==> src/rtl/cy_addsub_pkg.sv <==
package cy_addsub_pkg;

    // Bit 1 selects inversion of operand A, bit 0 selects the carry flag as carry term
    typedef enum logic [1:0] {
        OP_ADD   = 2'b00,
        OP_ADDC  = 2'b01,
        OP_SUBF  = 2'b10,
        OP_SUBFC = 2'b11
    } arith_op_e;

    localparam int unsigned DATA_W = 64;

    typedef struct packed {
        logic [DATA_W-1:0] result;
        logic              carry;
    } arith_state_t;

endpackage

==> src/rtl/cy_operand_prep.sv <==
// Forms the two adder inputs and the carry term from the operation select.
module cy_operand_prep #(
    parameter int unsigned WIDTH = 64
) (
    input  logic [WIDTH-1:0] a_i,
    input  logic [WIDTH-1:0] b_i,
    input  logic             flag_i,
    input  logic [1:0]       op_i,
    output logic [WIDTH-1:0] x_o,
    output logic [WIDTH-1:0] y_o,
    output logic             cin_o
);
    import cy_addsub_pkg::*;

    arith_op_e op;

    always_comb begin
        op    = arith_op_e'(op_i);
        x_o   = a_i;
        y_o   = b_i;
        cin_o = 1'b0;
        unique case (op)
            OP_ADD:   begin x_o = a_i;  cin_o = 1'b0;   end
            OP_ADDC:  begin x_o = a_i;  cin_o = flag_i; end
            OP_SUBF:  begin x_o = ~a_i; cin_o = 1'b1;   end
            OP_SUBFC: begin x_o = ~a_i; cin_o = flag_i; end
            default:  begin x_o = a_i;  cin_o = 1'b0;   end
        endcase
    end
endmodule

==> src/rtl/cy_adder_core.sv <==
// Full-width adder; returns the sum, the carry out of the top bit and the
// carry that reaches bit position TAP.
module cy_adder_core #(
    parameter int unsigned WIDTH = 64,
    parameter int unsigned TAP   = 32
) (
    input  logic [WIDTH-1:0] x_i,
    input  logic [WIDTH-1:0] y_i,
    input  logic             cin_i,
    output logic [WIDTH-1:0] sum_o,
    output logic             carry_top_o,
    output logic             carry_tap_o
);
    localparam int unsigned EXT_W = WIDTH + 1;

    logic [EXT_W-1:0] wide_sum;

    always_comb begin
        wide_sum    = {1'b0, x_i} + {1'b0, y_i} + {{WIDTH{1'b0}}, cin_i};
        sum_o       = wide_sum[WIDTH-1:0];
        carry_top_o = wide_sum[WIDTH];
        // a sum bit differing from the carry-less sum bit means a carry arrived
        carry_tap_o = wide_sum[TAP] ^ x_i[TAP] ^ y_i[TAP];
    end
endmodule

==> src/rtl/cy_carry_select.sv <==
// Picks the new carry flag from the mode and the update enable.
module cy_carry_select (
    input  logic narrow_i,
    input  logic enable_i,
    input  logic flag_i,
    input  logic carry_top_i,
    input  logic carry_tap_i,
    output logic carry_o
);
    always_comb begin
        if (!enable_i) begin
            carry_o = flag_i;
        end else if (narrow_i) begin
            carry_o = carry_tap_i;
        end else begin
            carry_o = carry_top_i;
        end
    end
endmodule

==> src/rtl/cy_addsub_unit.sv <==
module cy_addsub_unit #(
    parameter int unsigned WIDTH    = 64,
    parameter int unsigned NARROW_W = 32
) (
    input  logic             clk,
    input  logic             rst_n,
    input  logic [WIDTH-1:0] op_a,
    input  logic [WIDTH-1:0] op_b,
    input  logic             carry_in,
    input  logic [1:0]       op_sel,
    input  logic             narrow,
    input  logic             carry_en,
    output logic [WIDTH-1:0] result,
    output logic             carry_out
);
    localparam int unsigned TAP_POS = NARROW_W;

    typedef struct packed {
        logic [WIDTH-1:0] result;
        logic             carry;
    } unit_state_t;

    logic [WIDTH-1:0] add_x;
    logic [WIDTH-1:0] add_y;
    logic             add_cin;
    logic [WIDTH-1:0] add_sum;
    logic             add_ctop;
    logic             add_ctap;
    logic             new_carry;

    unit_state_t state_d;
    unit_state_t state_q;

    generate
        if (NARROW_W >= WIDTH || NARROW_W == 0) begin : g_bad_width
            initial $error("NARROW_W must be between 1 and WIDTH-1");
        end
    endgenerate

    cy_operand_prep #(.WIDTH(WIDTH)) u_prep (
        .a_i    (op_a),
        .b_i    (op_b),
        .flag_i (carry_in),
        .op_i   (op_sel),
        .x_o    (add_x),
        .y_o    (add_y),
        .cin_o  (add_cin)
    );

    cy_adder_core #(.WIDTH(WIDTH), .TAP(TAP_POS)) u_core (
        .x_i         (add_x),
        .y_i         (add_y),
        .cin_i       (add_cin),
        .sum_o       (add_sum),
        .carry_top_o (add_ctop),
        .carry_tap_o (add_ctap)
    );

    cy_carry_select u_csel (
        .narrow_i    (narrow),
        .enable_i    (carry_en),
        .flag_i      (carry_in),
        .carry_top_i (add_ctop),
        .carry_tap_i (add_ctap),
        .carry_o     (new_carry)
    );

    always_comb begin
        state_d        = state_q;
        state_d.result = add_sum;
        state_d.carry  = new_carry;
    end

    always_ff @(posedge clk or negedge rst_n) begin
        if (!rst_n) begin
            state_q <= '0;
        end else begin
            state_q <= state_d;
        end
    end

    assign result    = state_q.result;
    assign carry_out = state_q.carry;
endmodule

==> config.mk <==
export PLATFORM = sky130hd
export DESIGN_NAME = cy_addsub_unit
export DESIGN_NICKNAME = d
export VERILOG_FILES = /design/src/rtl/cy_addsub_pkg.sv /design/src/rtl/cy_operand_prep.sv /design/src/rtl/cy_adder_core.sv /design/src/rtl/cy_carry_select.sv /design/src/rtl/cy_addsub_unit.sv
export SDC_FILE = /design/constraint.sdc
export NUM_CORES = 1
export LEC_CHECK = 0
export ABC_CLOCK_PERIOD_IN_PS = 800
export BUFFER_PORTS_ARGS = -buffer_cell sky130_fd_sc_hd__clkbuf_2
export CAP_MARGIN = 20
export CORE_MARGIN = 3
export CORE_UTILIZATION = 30
export DETAILED_ROUTE_END_ITERATION = 10
export GPL_TIMING_DRIVEN = 0
export PLACE_DENSITY = 0.5
export SLEW_MARGIN = 20
export SYNTH_ARGS = -nofsm -noshare
export SYNTH_HDL_FRONTEND = slang
export SYNTH_SLANG_ARGS = --single-unit
export TNS_END_PERCENT = 100
==> constraint.sdc <==
create_clock -name clk -period 0.8 [get_ports clk]
set_clock_uncertainty 0.1 [all_clocks]
set_input_delay 0.16 -clock clk [delete_from_list [all_inputs] [get_ports clk]]
set_output_delay 0.16 -clock clk [all_outputs]
set_load 0.02 [all_outputs]
==> results of run 1 <==
[final timing paths]
kind,startpoint,to,slack (ns),cells after the start
worst min-delay path,rst_n,result[14]$_DFF_PN0_,-0.28,1
max in group asynchronous,rst_n,result[44]$_DFF_PN0_,0.30,2
worst max-delay path,op_sel[1],result[60]$_DFF_PN0_,-2.49,17
min in group clk,narrow,carry_out$_DFF_PN0_,-0.05,2
[synthesized netlist by cell type, drive strengths merged, types with 3 or more instances]
cell,n
clkbuf,12
buf,13
and3,5
inv,30
dfrtp,65
and2,6
xor2,83
a21o,19
a21boi,4
o211ai,7
o21bai,17
o21ai,38
nand3,12
nand2b,8
a41oi,3
nor2b,8
nand2,52
a211oi,4
nand4,18
ha,63
o221ai,3
a21oi,83
o31ai,3
or4,3
xnor2,40
and4,4
a31oi,5
nor3,12
nor2,36
o21a,10
[per-stage QoR]
stage                     cells  area, um^2  TNS, ns
final                      1233        9230  -142.35
after CTS                  1213        8530  -144.01
after floorplan             699        6200  -114.89
after detailed placement   1164        7550  -156.80
after global placement     1163        7530  -230.99
after global routing       1233        9230  -150.69
[cell type report]
type | instances | area, um^2 | area share [%]
sequential | 65 | 1630 | 17.6
antenna | 2 | 5.00 | 0.0542
buffer | 24 | 178 | 1.93
inverter | 31 | 116 | 1.26
clock buffer | 9 | 225 | 2.44
multi-input combinational | 578 | 4730 | 51.2
clock inverter | 7 | 95.1 | 1.03
tap | 265 | 332 | 3.59
timing repair buffer | 252 | 1920 | 20.8
[flip-flops by register name, summed over array words and instances, names as in the netlist]
register,cells
carry_out,1
result,64
[repair_timing]
action	CTS	global route
pin swaps	34	33
setup buffers	33	20
setup endpoints to repair	130	130
resized for setup	89	210
hold endpoints to repair	32	32
[metal layers]
layer / global-route usage, % / wire length, um / up-vias
met5: 0 / 0 / -
met4: 4.80 / 352 / 0
met3: 3.47 / 925 / 22
met2: 29.6 / 10000 / 143
met1: 23.7 / 9210 / 2818
li1: - / - / 3039
[logic make-up after synthesis]
group / synth area share [%]
compound gates: 23.9
xor+xnor: 17.7
fa+ha+maj: 13.6
buf+inv: 3.71
flops: 26.7
mux: 0.164
simple gates: 14.3
[power groups by stage]
| stage | combinational [uW] | sequential (uW) | clock, uW |
|---|---|---|---|
| after floorplan | 4380 | 6140 | 0 |
| after global placement | 8610 | 4740 | 0 |
| after detailed placement | 8590 | 4740 | 0 |
| after CTS | 9690 | 4730 | 4550 |
| after global routing | 12100 | 5040 | 4710 |
| final | 11200 | 4930 | 4430 |
==> impl_metrics.tcl, run 1 <==
set metrics [dict create \
    synth_edf_count 0 \
    clockPowerShare_pct 21.5 \
    drtAntennaViolNets 0 \
    ir_drop_mv 1.16 \
    endpoint_kind "register" \
    gp_congestion 0.834 \
    synth_fp_nets 899 \
    maxCapViolations 0 \
    final_hold_viol_count 32 \
    start_util_pct 30.9 \
    numCtsBuffers 9 \
    coreArea_um2 19700 \
    cp.required_ns 0.91 \
    p_int_uw 12500 \
    area_growth_pct 51.2 \
    die_h_um 149 \
    grt_pass1_wl_um 31300 \
    synth_top_area_share_pct 26.7 \
    num_rows 51 \
    power_density_nw_per_um2 2230 \
    cp_data_arrival_time_ns 3.40 \
    worst_pin_slew_ns 0.653 \
    clock_path_buffers 2 \
    drcViolationCount 0 \
    port_buffers 199 \
    critPathKind "input pin to register" \
    hpwl_um 15600 \
    crit_path_max_incr_delay_ns 0.44 \
    period_share_pct 411 \
    vias_per_cell 4.88 \
    cts_tree "built" \
    final_cell_mix "clkbuf_2, xor2_1, buf_6" \
    post_drt_wl_per_cell_um 16.6 \
    vias 6022 \
    synth_area_um2 6100 \
    netlist_instances 699 \
    grt_antenna_before_repair 2 \
    power_uw 20600 \
    violations "negative hold slack, negative setup slack" \
    async_flop_share_pct 100 \
    combPwrFrac_pct 54.5 \
    grt_max_degree 35 \
    fin_nets 1161 \
    ys_seq_elements 65 \
    yosys.area.top_type "dfrtp_1" \
    min_path_type "input pin to async pin" \
    path_cells "buf_8 -> clkbuf_16 -> buf_12 -> xnor2_4 -> fa_2 -> fa_2 -> nand2b_4 -> a21oi_4 -> o311a_4 -> o311a_4 -> o311ai_4 -> a211oi_2 -> o21ai_2 -> buf_4 -> or4_4 -> nand3_2 -> a32oi_2" \
    first_global_vias 6016 \
    fmaxAchievable_ghz 0.304 \
    path_delay_family "compound AO/OA/AOI/OAI gates" \
    synthFlopType "dfrtp_1" \
    clockRootBuffer "clkbuf_16" \
    status "finished, violations left" \
    seq_power_share_pct 24.0 \
    htree_levels 3 \
    cts.reportedPaths.clkPinSlew_ns 0.06 \
    wirelength_um 20500 \
    fillers 1979 \
    fin_util_pct 46.8 \
    p_sw_uw 8130 \
    io_pins 200 \
    final.setup.worst_slack_ns -2.49 \
    setup_violations 130 \
    grt_overflow 0 \
    min_period_ns 3.29 \
    drive_gt1_share_pct 38.8 \
    dr.pass1.iters 4 \
    critPathSlowestCell "or4_4" \
    critPathMaxFanout 8 \
    hold_ws_ns -0.284 \
    final_common_cell "clkbuf_2" \
    synth_seq_area_share_pct 26.7 \
    die_w_um 149 \
    path_buf_inv 4 \
    leakage_uw 0.00432 \
    cts.sinks 65 \
    rsz0062_at_grt "yes" \
    synth_area_leaders "dfrtp_1, ha_1, xor2_1, a21oi_1, xnor2_1" \
    max-slew-margin-rel_pct 56.0 \
    worstSetupStartpointType "input pin" \
    p_sw_share_pct 39.5 \
    drv_slew 0 \
    synth_area_per_cell_um2 8.73 \
    grt_usage_pct 17.8 \
    dieArea_um2 22100 \
    pre_cts_slack_ns -3.17 \
    yosysWarnings 0 \
    synth_cell_types 70 \
    drt_iter0_drc 218 \
]
Power figures use the tool's default switching activity.
==> run 2: changes to the inputs <==
==> constraint.sdc (replaced) <==
create_clock -name clk -period 0.8 [get_ports clk]
set_clock_uncertainty 0.1 [all_clocks]
set_input_delay 0.16 -clock clk [delete_from_list [all_inputs] [get_ports clk]]
set_output_delay 0.16 -clock clk [all_outputs]
set_load 0.05 [all_outputs]
==> impl_metrics.tcl, run 2 (synthesized netlist as in run 1, its figures left out) <==
set metrics [dict create \
    status "finished, violations left" \
    violations "negative hold slack, negative setup slack" \
    min_path_type "input pin to async pin" \
    diodes 0 \
    die_w_um 149 \
    worstSetupStartpointType "input pin" \
    final.setup.worst_slack_ns -2.44 \
    cp_data_arrival_time_ns 3.39 \
    hpwl_um 15700 \
    gp_congestion 0.815 \
    worst_pin_slew_ns 0.744 \
    combPwrFrac_pct 61.9 \
    grt_overflow 0 \
    io_pins 200 \
    clockRootBuffer "clkbuf_16" \
    endpoint_kind "register" \
    pre_cts_slack_ns -3.18 \
    grt_max_degree 43 \
    grt_usage_pct 18.4 \
    cts.reportedPaths.clkPinSlew_ns 0.06 \
    drtAntennaViolNets 0 \
    fillers 1836 \
    drt_iter0_drc 234 \
    ir_drop_mv 1.37 \
    final_cell_mix "clkbuf_2, xor2_1, buf_8" \
    p_sw_uw 10900 \
    post_drt_wl_per_cell_um 16.7 \
    die_h_um 149 \
    critPathMaxFanout 7 \
    num_rows 51 \
    first_global_vias 6231 \
    period_share_pct 406 \
    crit_path_max_incr_delay_ns 0.38 \
    path_buf_inv 5 \
    cts_tree "built" \
    port_buffers 199 \
    cts.sinks 65 \
    clock_path_buffers 2 \
    dr.pass1.iters 5 \
    critPathSlowestCell "a311o_1" \
    p_int_uw 13900 \
    drcViolationCount 0 \
    fin_util_pct 51.1 \
    grt_pass1_wl_um 32200 \
    hold_ws_ns -0.329 \
    path_delay_family "compound AO/OA/AOI/OAI gates" \
    max-slew-margin-rel_pct 50.4 \
    drive_gt1_share_pct 50.9 \
    numCtsBuffers 9 \
    vias 6109 \
    tns_ns -144.04 \
    vias_per_cell 4.91 \
    largest_reg_flops 64 \
    maxCapViolations 0 \
    final_common_cell "clkbuf_2" \
    power_density_nw_per_um2 2470 \
    fin_nets 1173 \
    fmaxAchievable_ghz 0.308 \
    coreArea_um2 19700 \
    critPathKind "input pin to register" \
    dieArea_um2 22100 \
    p_sw_share_pct 44.0 \
    htree_levels 3 \
    cp.required_ns 0.94 \
    drv_slew 0 \
    grt_antenna_before_repair 0 \
    rsz0062_at_grt "yes" \
    setup_violations 130 \
    final_hold_viol_count 24 \
    min_period_ns 3.24 \
    area_growth_pct 65.2 \
    clockPowerShare_pct 16.8 \
    start_util_pct 30.9 \
    wirelength_um 20800 \
    path_cells "buf_8 -> clkbuf_16 -> buf_12 -> buf_12 -> buf_8 -> xor2_2 -> ha_2 -> a21o_1 -> a21oi_2 -> nor2_1 -> o31a_1 -> a21o_1 -> o31ai_4 -> o211ai_2 -> a311o_1 -> a31oi_2 -> xnor2_1" \
    leakage_uw 0.00450 \
    seq_power_share_pct 21.3 \
]
## run 2: worst paths after layout
| kind | from | endpoint | slack [ns] | depth (start not counted) |
|---|---|---|---|---|
| setup / recovery | op_sel[1] | result[61]$_DFF_PN0_ | -2.44 | 17 |
| hold / removal | rst_n | result[14]$_DFF_PN0_ | -0.33 | 1 |
| max in group asynchronous | rst_n | result[51]$_DFF_PN0_ | 0.35 | 2 |
| min in group clk | narrow | carry_out$_DFF_PN0_ | -0.05 | 2 |
## run 2: metrics by stage
stage / instance area (um^2) / total power (uW) / cells
5_1_grt: 10100 / 26200 / 1243
2_1_floorplan: 6280 / 13300 / 699
3_5_place_dp: 7640 / 16100 / 1164
6_report: 10100 / 24900 / 1243
3_3_place_gp: 7610 / 16100 / 1163
4_1_cts: 9580 / 23700 / 1232
## run 2: timing repair
item | CTS | global route
pin swaps | 72 | 58
setup endpoints to repair | 130 | 130
hold endpoints to repair | 24 | 24
gates resized for setup | 270 | 127
setup buffers | 55 | 18
## run 2: layout make-up
| class | count | area, um^2 | share of cell area (%) |
|---|---|---|---|
| Buffer | 20 | 188 | 1.86 |
| Clock buffer | 14 | 274 | 2.72 |
| Clock inverter | 2 | 35.0 | 0.347 |
| Inverter | 31 | 116 | 1.15 |
| Multi-Input combinational cell | 578 | 5110 | 50.7 |
| Sequential cell | 65 | 1710 | 16.9 |
| Tap cell | 265 | 332 | 3.29 |
| Timing Repair Buffer | 268 | 2320 | 23.0 |
## run 2: power by group through the flow
stage	Clock (uW)	Combinational, uW	Sequential (uW)
CTS	4340	14300	5040
floorplan	0	4380	8880
global route	4490	16300	5420
detailed placement	0	11200	4920
finish	4180	15400	5310
global placement	0	11200	4930
## run 2: metal layers
layer,global-route usage (%),part of all wire [%]
met1,24.2,44
met2,31.1,50
met3,2.83,4.6
met4,5.91,1.4
met5,0,0
==> run 3: changes to the inputs <==
--- a/config.mk
+++ b/config.mk
@@ -9,10 +9,10 @@
 export BUFFER_PORTS_ARGS = -buffer_cell sky130_fd_sc_hd__clkbuf_2
 export CAP_MARGIN = 20
 export CORE_MARGIN = 3
-export CORE_UTILIZATION = 30
+export CORE_UTILIZATION = 45
 export DETAILED_ROUTE_END_ITERATION = 10
 export GPL_TIMING_DRIVEN = 0
-export PLACE_DENSITY = 0.5
+export PLACE_DENSITY = 0.7
 export SLEW_MARGIN = 20
 export SYNTH_ARGS = -nofsm -noshare
 export SYNTH_HDL_FRONTEND = slang
==> impl_metrics.tcl, run 3 (synthesized netlist as in run 1, its figures left out) <==
set metrics [dict create \
    grt_overflow 0 \
    critPathMaxFanout 5 \
    setup_violations 130 \
    coreArea_um2 12900 \
    drive_gt1_share_pct 50.1 \
    die_w_um 122 \
    ir_drop_mv 1.40 \
    io_pins 200 \
    pre_cts_slack_ns -3.08 \
    power_density_nw_per_um2 2530 \
    violations "negative hold slack, negative setup slack" \
    grt_pass1_wl_um 30400 \
    power_uw 25100 \
    clockRootBuffer "clkbuf_16" \
    drv_slew 0 \
    start_util_pct 47.2 \
    grt_max_degree 34 \
    max-slew-margin-rel_pct 56.8 \
    wirelength_um 20800 \
    leakage_uw 0.00459 \
    gp_congestion 0.904 \
    cp.required_ns 0.94 \
    port_buffers 199 \
    hpwl_um 13800 \
    endpoint_kind "register" \
    drt_iter0_drc 437 \
    final.setup.worst_slack_ns -2.44 \
    final_common_cell "clkbuf_2" \
    hold_ws_ns -0.267 \
    grt_usage_pct 25.3 \
    min_path_type "input pin to async pin" \
    die_h_um 122 \
    rsz0062_at_grt "yes" \
    tns_ns -145.31 \
    first_global_vias 6255 \
    drtAntennaViolNets 0 \
    cp_data_arrival_time_ns 3.38 \
    cts.reportedPaths.clkPinSlew_ns 0.06 \
    cts_tree "built" \
    worst_pin_slew_ns 0.642 \
    vias_per_cell 5.52 \
    area_growth_pct 62.6 \
    final_hold_viol_count 33 \
    worstSetupStartpointType "input pin" \
    dieArea_um2 15000 \
    min_period_ns 3.24 \
    fin_nets 1197 \
    fmaxAchievable_ghz 0.309 \
    post_drt_wl_per_cell_um 17.7 \
    dr.pass1.iters 5 \
    period_share_pct 405 \
    final_cell_mix "clkbuf_2, xor2_1, buf_4" \
    diodes 0 \
    maxCapViolations 0 \
    drcViolationCount 0 \
    cts.sinks 65 \
    grt_antenna_before_repair 0 \
    numCtsBuffers 9 \
    vias 6480 \
    clock_path_buffers 2 \
    status "finished, violations left" \
    critPathKind "input pin to register" \
    num_rows 41 \
    htree_levels 3 \
    largest_reg_flops 64 \
]
-- run 3: routing by layer --
metal  GRT usage, %  wire [um]
met1           32.5       8530
met3           4.24       1150
met2           42.8      10400
met4           9.45        708
met5              0          0
-- run 3: area by class of cell --
class,count,area (um^2)
buffer,23,210
clock buffer,12,246
clock inverter,3,65.1
fill,872,3000
inverter,31,116
multi-input combinational,578,4920
sequential,65,1710
tap,172,215
timing repair buffer,289,2450
-- run 3: power by group --
group	internal (uW)	total [uW]	switching, uW
logic	6690	15400	8740
clock network	2800	4300	1500
registers	4570	5350	776
total	14100	25100	11000
-- run 3: worst paths after layout --
kind	start	to	slack (ns)	depth (start not counted)
setup / recovery	op_sel[1]	result[62]$_DFF_PN0_	-2.44	17
hold / removal	rst_n	result[12]$_DFF_PN0_	-0.27	1
max in group asynchronous	rst_n	result[30]$_DFF_PN0_	0.28	2
min in group clk	narrow	carry_out$_DFF_PN0_	-0.03	2
-- run 3: per-stage QoR --
stage,util (%),instances,instance area [um^2]
after floorplan,-,699,6280
after global placement,57.9,1070,7490
after detailed placement,58.1,1071,7510
after CTS,71.9,1145,9300
after global routing,76.8,1173,9920
final,76.8,1173,9920
-- run 3: critical path, stage by stage --
cell	delay, ns
buf_8	0.11
clkbuf_16	0.16
buf_12	0.14
mux2i_4	0.15
fa_2	0.25
fa_2	0.22
nand2b_4	0.14
a21oi_4	0.06
o311a_4	0.34
o311a_4	0.33
o311ai_4	0.36
buf_4	0.19
a21oi_4	0.06
a21oi_4	0.25
o21ai_4	0.12
a41oi_2	0.17
xnor2_1	0.16
-- run 3: timing repair --
action,CTS,global route
pin swaps,67,68
setup buffers,61,31
resized for setup,229,141
hold endpoints to repair,33,33
gates cloned,0,2
endpoints found under the setup margin,130,130
